$ cat src/rtl/cable_tune_pkg.sv
package cable_tune_pkg;
  localparam int ADDR_W   = 8;
  localparam int DATA_W   = 32;
  localparam int CFG_W    = 16;
  localparam int ROW_W    = 2;
  localparam int COL_W    = 2;
  localparam int IDX_W    = 3;
  localparam int LINK_BIT = 10;

  localparam logic [CFG_W-1:0]  CFG_LINK_UP   = 16'h03C0;
  localparam logic [CFG_W-1:0]  CFG_LINK_DOWN = 16'hF3C0;
  localparam logic [DATA_W-1:0] NWAY_CABLE    = 32'h0000_0020;
  localparam logic [DATA_W-1:0] NWAY_CLEAR    = 32'h0000_0000;
  localparam logic [DATA_W-1:0] LOW_DEFAULT   = 32'h78FA_8388;
  localparam logic [DATA_W-1:0] HIGH_DEFAULT  = 32'hCB38_DE43;
  localparam logic [DATA_W-1:0] HIGH_BACKOFF  = 32'hFB38_DE03;

  typedef enum logic [2:0] {
    ST_OFF, ST_LINK, ST_ROW, ST_PARAM, ST_RECHK, ST_RETUNE
  } tune_st_e;

  typedef enum logic [1:0] {OP_RD, OP_WR, OP_END} op_kind_e;

  function automatic logic [DATA_W-1:0] tune_word(input logic [ROW_W-1:0] row,
                                                  input logic [COL_W-1:0] col);
    logic [DATA_W-1:0] w;
    unique case (col)
      2'd0: w = 32'hCB39_DE43;
      2'd1: w = 32'hCB39_CE43;
      default: w = 32'hCB39_CE83;
    endcase
    if (row == 2'd0) begin
      if (col == 2'd2) w = 32'hFB38_DE03;
      if (col == 2'd3) w = 32'hCB38_DE43;
    end
    if (row == 2'd3) w = {4'hB, w[27:0]};
    return w;
  endfunction
endpackage

$ cat src/rtl/cable_tune_table.sv
module cable_tune_table
  import cable_tune_pkg::*;
(
  input  logic [ROW_W-1:0]  row_i,
  input  logic [COL_W-1:0]  col_i,
  output logic [DATA_W-1:0] word_o
);
  always_comb word_o = tune_word(row_i, col_i);
endmodule

$ cat src/rtl/cable_tune_class.sv
module cable_tune_class
  import cable_tune_pkg::*;
(
  input  logic [3:0]       field_i,
  output logic [ROW_W-1:0] row_o,
  output logic             long_o
);
  always_comb begin
    unique case (field_i)
      4'h7:    row_o = 2'd3;
      4'h3:    row_o = 2'd2;
      4'h1:    row_o = 2'd1;
      default: row_o = 2'd0;
    endcase
    long_o = (field_i == 4'h7);
  end
endmodule

$ cat src/rtl/cable_tune_port.sv
module cable_tune_port
  import cable_tune_pkg::*;
(
  input  logic              clk_i,
  input  logic              rst_ni,
  input  logic              issue_i,
  input  logic              we_i,
  input  logic [ADDR_W-1:0] addr_i,
  input  logic [DATA_W-1:0] wdata_i,
  input  logic              ack_i,
  output logic              req_o,
  output logic              we_o,
  output logic [ADDR_W-1:0] addr_o,
  output logic [DATA_W-1:0] wdata_o,
  output logic              idle_o,
  output logic              done_o
);
  always_ff @(posedge clk_i or negedge rst_ni) begin
    if (!rst_ni) begin
      req_o   <= 1'b0;
      we_o    <= 1'b0;
      addr_o  <= '0;
      wdata_o <= '0;
    end else if (req_o) begin
      if (ack_i) req_o <= 1'b0;
    end else if (issue_i) begin
      req_o   <= 1'b1;
      we_o    <= we_i;
      addr_o  <= addr_i;
      wdata_o <= wdata_i;
    end
  end

  assign idle_o = !req_o;
  assign done_o = req_o && ack_i;

  assert_req_hold_R9: assert property (@(posedge clk_i) disable iff (!rst_ni)
    req_o && !ack_i |=> req_o && $stable(addr_o) && $stable(wdata_o) && $stable(we_o));
  assert_req_drop_R9: assert property (@(posedge clk_i) disable iff (!rst_ni)
    done_o |=> !req_o);
endmodule

$ cat src/rtl/cable_tune_seq.sv
module cable_tune_seq
  import cable_tune_pkg::*;
#(
  parameter logic [7:0] ADDR_CFG    = 8'h74,
  parameter logic [7:0] ADDR_NWAY   = 8'h70,
  parameter logic [7:0] ADDR_LOW    = 8'h78,
  parameter logic [7:0] ADDR_HIGH   = 8'h7C,
  parameter int         BASE_PERIOD = 1000,
  parameter int         PERIOD_W    = $clog2(BASE_PERIOD + 1)
) (
  input  logic                clk_i,
  input  logic                rst_ni,
  input  logic                start_i,
  input  logic                tick_i,
  output logic                reg_req_o,
  output logic                reg_we_o,
  output logic [7:0]          reg_addr_o,
  output logic [31:0]         reg_wdata_o,
  input  logic [15:0]         reg_rdata_i,
  input  logic                reg_ack_i,
  output logic [PERIOD_W-1:0] tick_period_o,
  output logic                busy_o,
  output logic                done_o
);
  localparam int FAST_PERIOD = BASE_PERIOD / 10;

  tune_st_e          st_q;
  logic              busy_q;
  logic [IDX_W-1:0]  idx_q;
  logic [ROW_W-1:0]  row_q;
  logic [COL_W-1:0]  col_q;
  logic              link_q;
  logic [3:0]        field_q;

  op_kind_e          op_kind;
  logic [ADDR_W-1:0] op_addr;
  logic [DATA_W-1:0] op_data;
  logic [DATA_W-1:0] tbl_word;
  logic [ROW_W-1:0]  cls_row;
  logic              cls_long;
  logic              port_idle, port_done, issue;
  logic              unused_rd_bits;

  assign unused_rd_bits = ^{reg_rdata_i[11], reg_rdata_i[9:0]};

  cable_tune_table u_table (.row_i(row_q), .col_i(col_q), .word_o(tbl_word));
  cable_tune_class u_class (.field_i(field_q), .row_o(cls_row), .long_o(cls_long));

  // Micro-op list of the running step, indexed by idx_q
  always_comb begin
    op_kind = OP_END;
    op_addr = ADDR_CFG;
    op_data = '0;
    unique case (st_q)
      ST_LINK: begin
        if (idx_q == 3'd0) op_kind = OP_RD;
        else if (link_q) begin
          if (idx_q == 3'd1) begin
            op_kind = OP_WR; op_data = {16'h0, CFG_LINK_UP};
          end
        end else begin
          unique case (idx_q)
            3'd1: begin op_kind = OP_WR; op_data = {16'h0, CFG_LINK_DOWN}; end
            3'd2: begin op_kind = OP_WR; op_addr = ADDR_NWAY; op_data = NWAY_CABLE; end
            3'd3: begin op_kind = OP_WR; op_addr = ADDR_LOW;  op_data = LOW_DEFAULT; end
            3'd4: begin op_kind = OP_WR; op_addr = ADDR_HIGH; op_data = HIGH_DEFAULT; end
            default: ;
          endcase
        end
      end
      ST_ROW: if (idx_q == 3'd0) op_kind = OP_RD;
      ST_PARAM: begin
        if (col_q == '0) begin
          if (idx_q == 3'd0) begin
            op_kind = OP_WR; op_addr = ADDR_NWAY; op_data = NWAY_CLEAR;
          end else if (idx_q == 3'd1) begin
            op_kind = OP_WR; op_addr = ADDR_HIGH; op_data = tbl_word;
          end
        end else if (idx_q == 3'd0) begin
          op_kind = OP_WR; op_addr = ADDR_HIGH; op_data = tbl_word;
        end
      end
      ST_RECHK: begin
        if (idx_q == 3'd0) op_kind = OP_RD;
        else if (idx_q == 3'd1 && !cls_long) begin
          op_kind = OP_WR; op_addr = ADDR_HIGH; op_data = HIGH_BACKOFF;
        end
      end
      ST_RETUNE: begin
        unique case (idx_q)
          3'd0: begin op_kind = OP_WR; op_addr = ADDR_NWAY; op_data = NWAY_CABLE; end
          3'd1: begin op_kind = OP_WR; op_addr = ADDR_LOW;  op_data = LOW_DEFAULT; end
          3'd2: begin op_kind = OP_WR; op_addr = ADDR_HIGH; op_data = HIGH_DEFAULT; end
          3'd3: begin op_kind = OP_WR; op_addr = ADDR_NWAY; op_data = NWAY_CLEAR; end
          default: ;
        endcase
      end
      default: ;
    endcase
  end

  assign issue = busy_q && (op_kind != OP_END) && port_idle;

  cable_tune_port u_port (
    .clk_i   (clk_i),
    .rst_ni  (rst_ni),
    .issue_i (issue),
    .we_i    (op_kind == OP_WR),
    .addr_i  (op_addr),
    .wdata_i (op_data),
    .ack_i   (reg_ack_i),
    .req_o   (reg_req_o),
    .we_o    (reg_we_o),
    .addr_o  (reg_addr_o),
    .wdata_o (reg_wdata_o),
    .idle_o  (port_idle),
    .done_o  (port_done)
  );

  always_ff @(posedge clk_i or negedge rst_ni) begin
    if (!rst_ni) begin
      st_q    <= ST_OFF;
      busy_q  <= 1'b0;
      idx_q   <= '0;
      row_q   <= '0;
      col_q   <= '0;
      link_q  <= 1'b0;
      field_q <= '0;
    end else if (!busy_q) begin
      if (start_i) begin
        st_q  <= ST_LINK;
        row_q <= '0;
        col_q <= '0;
      end else if (tick_i && st_q != ST_OFF) begin
        busy_q <= 1'b1;
        idx_q  <= '0;
      end
    end else if (port_done) begin
      idx_q <= idx_q + 1'b1;
      if (!reg_we_o) begin
        link_q  <= reg_rdata_i[LINK_BIT];
        field_q <= reg_rdata_i[15:12];
      end
    end else if (op_kind == OP_END) begin
      busy_q <= 1'b0;
      idx_q  <= '0;
      unique case (st_q)
        ST_LINK:  st_q <= link_q ? ST_ROW : ST_OFF;
        ST_ROW: begin
          row_q <= cls_row;
          col_q <= '0;
          st_q  <= ST_PARAM;
        end
        ST_PARAM: begin
          col_q <= col_q + 1'b1;
          if (col_q == '1) st_q <= (row_q == '1) ? ST_RECHK : ST_OFF;
        end
        ST_RECHK: st_q <= cls_long ? ST_OFF : ST_RETUNE;
        ST_RETUNE: begin
          row_q <= (row_q == '0) ? '0 : row_q - 1'b1;
          col_q <= '0;
          st_q  <= ST_PARAM;
        end
        default: st_q <= ST_OFF;
      endcase
    end
  end

  assign busy_o        = busy_q;
  assign done_o        = (st_q == ST_OFF);
  assign tick_period_o = done_o ? PERIOD_W'(BASE_PERIOD) : PERIOD_W'(FAST_PERIOD);

  assert_step_from_tick_R10: assert property (@(posedge clk_i) disable iff (!rst_ni)
    $rose(busy_q) |-> $past(tick_i));
  assert_done_quiet_R7: assert property (@(posedge clk_i) disable iff (!rst_ni)
    done_o |-> !reg_req_o && !busy_o);
  assert_rechk_exit_R8: assert property (@(posedge clk_i) disable iff (!rst_ni)
    ($past(st_q) == ST_RECHK) && (st_q != ST_RECHK) |-> (st_q == ST_OFF) || (st_q == ST_RETUNE));
  assert_retune_restart_R8: assert property (@(posedge clk_i) disable iff (!rst_ni)
    ($past(st_q) == ST_RETUNE) && (st_q == ST_PARAM) |-> (col_q == '0) && (row_q != '1));
endmodule

$ cat config.mk
export PLATFORM = sky130hd
export DESIGN_NAME = cable_tune_seq
export DESIGN_NICKNAME = d
export VERILOG_FILES = /design/src/rtl/cable_tune_pkg.sv /design/src/rtl/cable_tune_table.sv /design/src/rtl/cable_tune_class.sv /design/src/rtl/cable_tune_port.sv /design/src/rtl/cable_tune_seq.sv
export SDC_FILE = /design/constraint.sdc
export NUM_CORES = 1
export LEC_CHECK = 0
export ABC_AREA = 1
export BUFFER_PORTS_ARGS = -buffer_cell sky130_fd_sc_hd__buf_2
export CAP_MARGIN = 5
export CORE_UTILIZATION = 47
export DETAILED_ROUTE_END_ITERATION = 16
export PLACE_DENSITY = 0.8
export SYNTH_ARGS = -nofsm -noshare
export SYNTH_HDL_FRONTEND = slang
export SYNTH_SLANG_ARGS = --single-unit
$ cat constraint.sdc
create_clock -name clk_i -period 2 [get_ports clk_i]
set_clock_uncertainty 0.1 [all_clocks]
set_input_delay 0.2 -clock clk_i [delete_from_list [all_inputs] [get_ports clk_i]]
set_output_delay 0.2 -clock clk_i [all_outputs]
set_load 0.02 [all_outputs]
==> results.toml <==
[floorplan]
die_w_um = 75.2
rows = 26
fp.coreArea_um2 = 5140
fp.dieH_um = 75.2
start_util_pct = 48.9
io_pins = 75
die_area_um2 = 5650

[synth]
syn_inst = 346
synth_cell_types = 34
syn_area_per_cell_um2 = 7.27
yosysWarnings = 0
yosysSeqAreaShare_pct = 35.8
synth_area_leaders = "dfrtp_1 36%, nand2_1 19%, buf_4 9.3%"
syn_area_um2 = 2510
ys_ff_latch = 36
yosysTopAreaCell = "dfrtp_1"
yosys.area.top_type_share_pct = 35.8

[sta]
min_period_ns = 1.89
hold_viol = 0
relSlewSlack_pct = 48.2
drv_slew = 0
rsz0062_at_grt = "true"
max_freq_ghz = 0.529
tightest_slew_ns = 0.777
setup_viol = 0
worst_slack_ns = 0.110
finalCritPeriodShare_pct = 94.5

[route]
vias_per_cell = 4.92
wl_per_cell_um = 11.7
ant_nets = 0
vias = 2257
routed_wl_um = 5360
first_pass_iters = 4
drc = 0
drtIter0Drc = 120

[final_layout]
fin_nets = 421
design_area_um2 = 2850
antenna_cells = 0
syn2layout_area_growth_pct = 13.3
fin_util_pct = 55.5
drive_above_1_share_pct = 25.4

[power]
combPwrFrac_pct = 54.8
switching_share_pct = 47.2
leakage_uw = 0.00172
seq_power_share_pct = 31.1
pwr_density_cell_nw_per_um2 = 1210
clkPwrFrac_pct = 14.0
intPower_uw = 1810
p_total_uw = 3440
p_switching_uw = 1620
peakVddDrop_mv = 0.572

[cts]
htree_levels = 2
cts_sinks = 36
cts_tree = "built"
numCtsBuffers = 5
cts_buffer_depth = 2
insertion_delay_ns = 0.28
clk_pin_slew_ns = 0.07
root_buffer = "clkbuf_8"

[setup_path]
startpoint = "idx_q[0]$_DFFE_PN0P_"
cp-start-kind = "flip-flop"
required_ns = 2.07
r2r-start = "idx_q[0]$_DFFE_PN0P_"
r2r-end = "st_q[0]$_DFFE_PN0P_"
critPathMaxFanout = 11
reg2reg_slack_ns = 0.11
rr_worst_depth = 10
crit_type = "flip-flop to flip-flop"
crit_end = "st_q[0]$_DFFE_PN0P_"
cp-end-kind = "flip-flop"
worstPathArrival_ns = 1.96

[status]
outcome = "finished, final reports clean"

[global_route]
grt-ovfl-total = 0
antenna_found_initial = 0
grtUsageTotal_pct = 20.8
grt_max_degree = 37
grt_pass1_vias = 2086
grt_first_pass_wirelength_um = 8830

[placed_design]
portBuffers = 51
hpwl_um = 4050
gp_congestion = 0.906
pre_cts_ws_ns = -0.0119
place_area_um2 = 2690

[run]
drv_cap = 0

[min_path]
hp-class = "input pin to flip-flop"
-- cell usage after synthesis, drive strengths merged --
cell type  instances
nor2              21
nor3               2
o311ai             1
nand3             32
ha                11
o31ai              2
nand4              5
a21oi             11
o211ai             2
nand3b             1
o2111ai            1
dfrtp             36
conb               2
o21ai              9
a22oi              1
a31oi              2
inv               38
mux2               2
nand2            126
or2                4
buf               36
o21a               1
-- state kept, by name (all words and copies together), names as in the netlist --
name and count:
col_q 2, u_port.req_o 1, field_q 4, u_port.addr_o 3, idx_q 3, link_q 1, row_q 2, u_port.wdata_o 15
st_q 3, busy_o 1, u_port.we_o 1
-- cells by family after synthesis --
kind of cell | synth area share [%]
buffers and inverters | 16.4
muxes | 0.895
adders and majority gates | 5.47
AOI/OAI and AO/OA | 7.11
DFF | 35.8
and+or+nand+nor | 34.0
other | 0.299
-- power by group through the flow --
stage               registers [uW]  clock network (uW)  logic (uW)
global placement              1060                   0        1690
floorplan                     1170                   0        1290
global route                  1100                 523        2100
CTS                           1060                 500        1770
finish                        1070                 482        1880
detailed placement            1080                   0        1730
-- critical path, cell delays in order, from the launching register on --
cell and delay (ns):
dfrtp_1 0.43, inv_2 0.12, ha_4 0.18, nand3_1 0.13, nand3_2 0.09, nand3_2 0.08, nor2_4 0.18, nand3_4 0.12
buf_4 0.19, nand3_1 0.09, nand2_1 0.06
-- routing by layer --
metal  part of all wire (%)  vias up  track usage [%]
met5                      0        -                0
met4                    2.9        0             9.05
met3                    5.5       15             4.42
met2                     48       89             36.8
met1                     43     1017             24.4
li1                       -     1136                -
-- layout make-up --
cell class / instances / area, um2
inverter: 38 / 143
fill: 517 / 2290
tap: 70 / 87.6
clock buffer: 6 / 72.6
sequential: 36 / 901
clock inverter: 1 / 5.00
timing repair buffer: 62 / 353
multi-input combinational: 246 / 1290
-- through the flow --
step | TNS, ns | cells | hold WS [ns]
floorplan | 0 | 356 | -0.196
global placement | 0 | 449 | 0.210
detailed placement | -0.0119 | 449 | 0.239
CTS | 0 | 458 | 0.0301
global route | -0.102 | 459 | 0.0399
finish | 0 | 459 | 0.0426
-- layout by cell type, fill, tap and decap left out, types with 2 or more instances in the layout --
| master | count |
|---|---|
| a31oi_1 | 2 |
| nand2_2 | 3 |
| ha_4 | 2 |
| mux2_2 | 2 |
| buf_2 | 51 |
| a21oi_1 | 10 |
| nor2_2 | 4 |
| buf_4 | 9 |
| clkbuf_8 | 5 |
| nand2_1 | 122 |
| nor2_1 | 15 |
| ha_1 | 8 |
| o31ai_1 | 2 |
| nand4_1 | 4 |
| nand3_2 | 3 |
| inv_1 | 30 |
| inv_2 | 8 |
| nor3_1 | 2 |
| or2_2 | 3 |
| o21ai_0 | 9 |
| nand3_1 | 28 |
| dfrtp_1 | 36 |
| o211ai_1 | 2 |
| conb_1 | 12 |
-- timing repair --
item	4_1_cts	5_1_grt
setup endpoints to repair	8	26
gates cloned	0	0
pin swaps	0	1
hold endpoints to repair	36	0
hold buffers	1	0
setup buffers	1	1
gates resized for setup	1	14
-- worst min path at each step --
stage | endpoint | slack [ns] | depth (start not counted) | from
final | field_q[0]$_DFFE_PN0P_ | 0.04 | 2 | reg_rdata_i[12]
after global routing | field_q[0]$_DFFE_PN0P_ | 0.04 | 2 | reg_rdata_i[12]
after CTS | field_q[0]$_DFFE_PN0P_ | 0.03 | 2 | reg_rdata_i[12]
after detailed placement | u_port.wdata_o[5]$_DFFE_PN0P_ | 0.24 | 1 | rst_ni
after global placement | u_port.wdata_o[7]$_DFFE_PN0P_ | 0.21 | 1 | rst_ni
after floorplan | busy_o$_DFF_PN0_ | -0.20 | 0 | rst_ni
(Power assumes the default switching activity.)
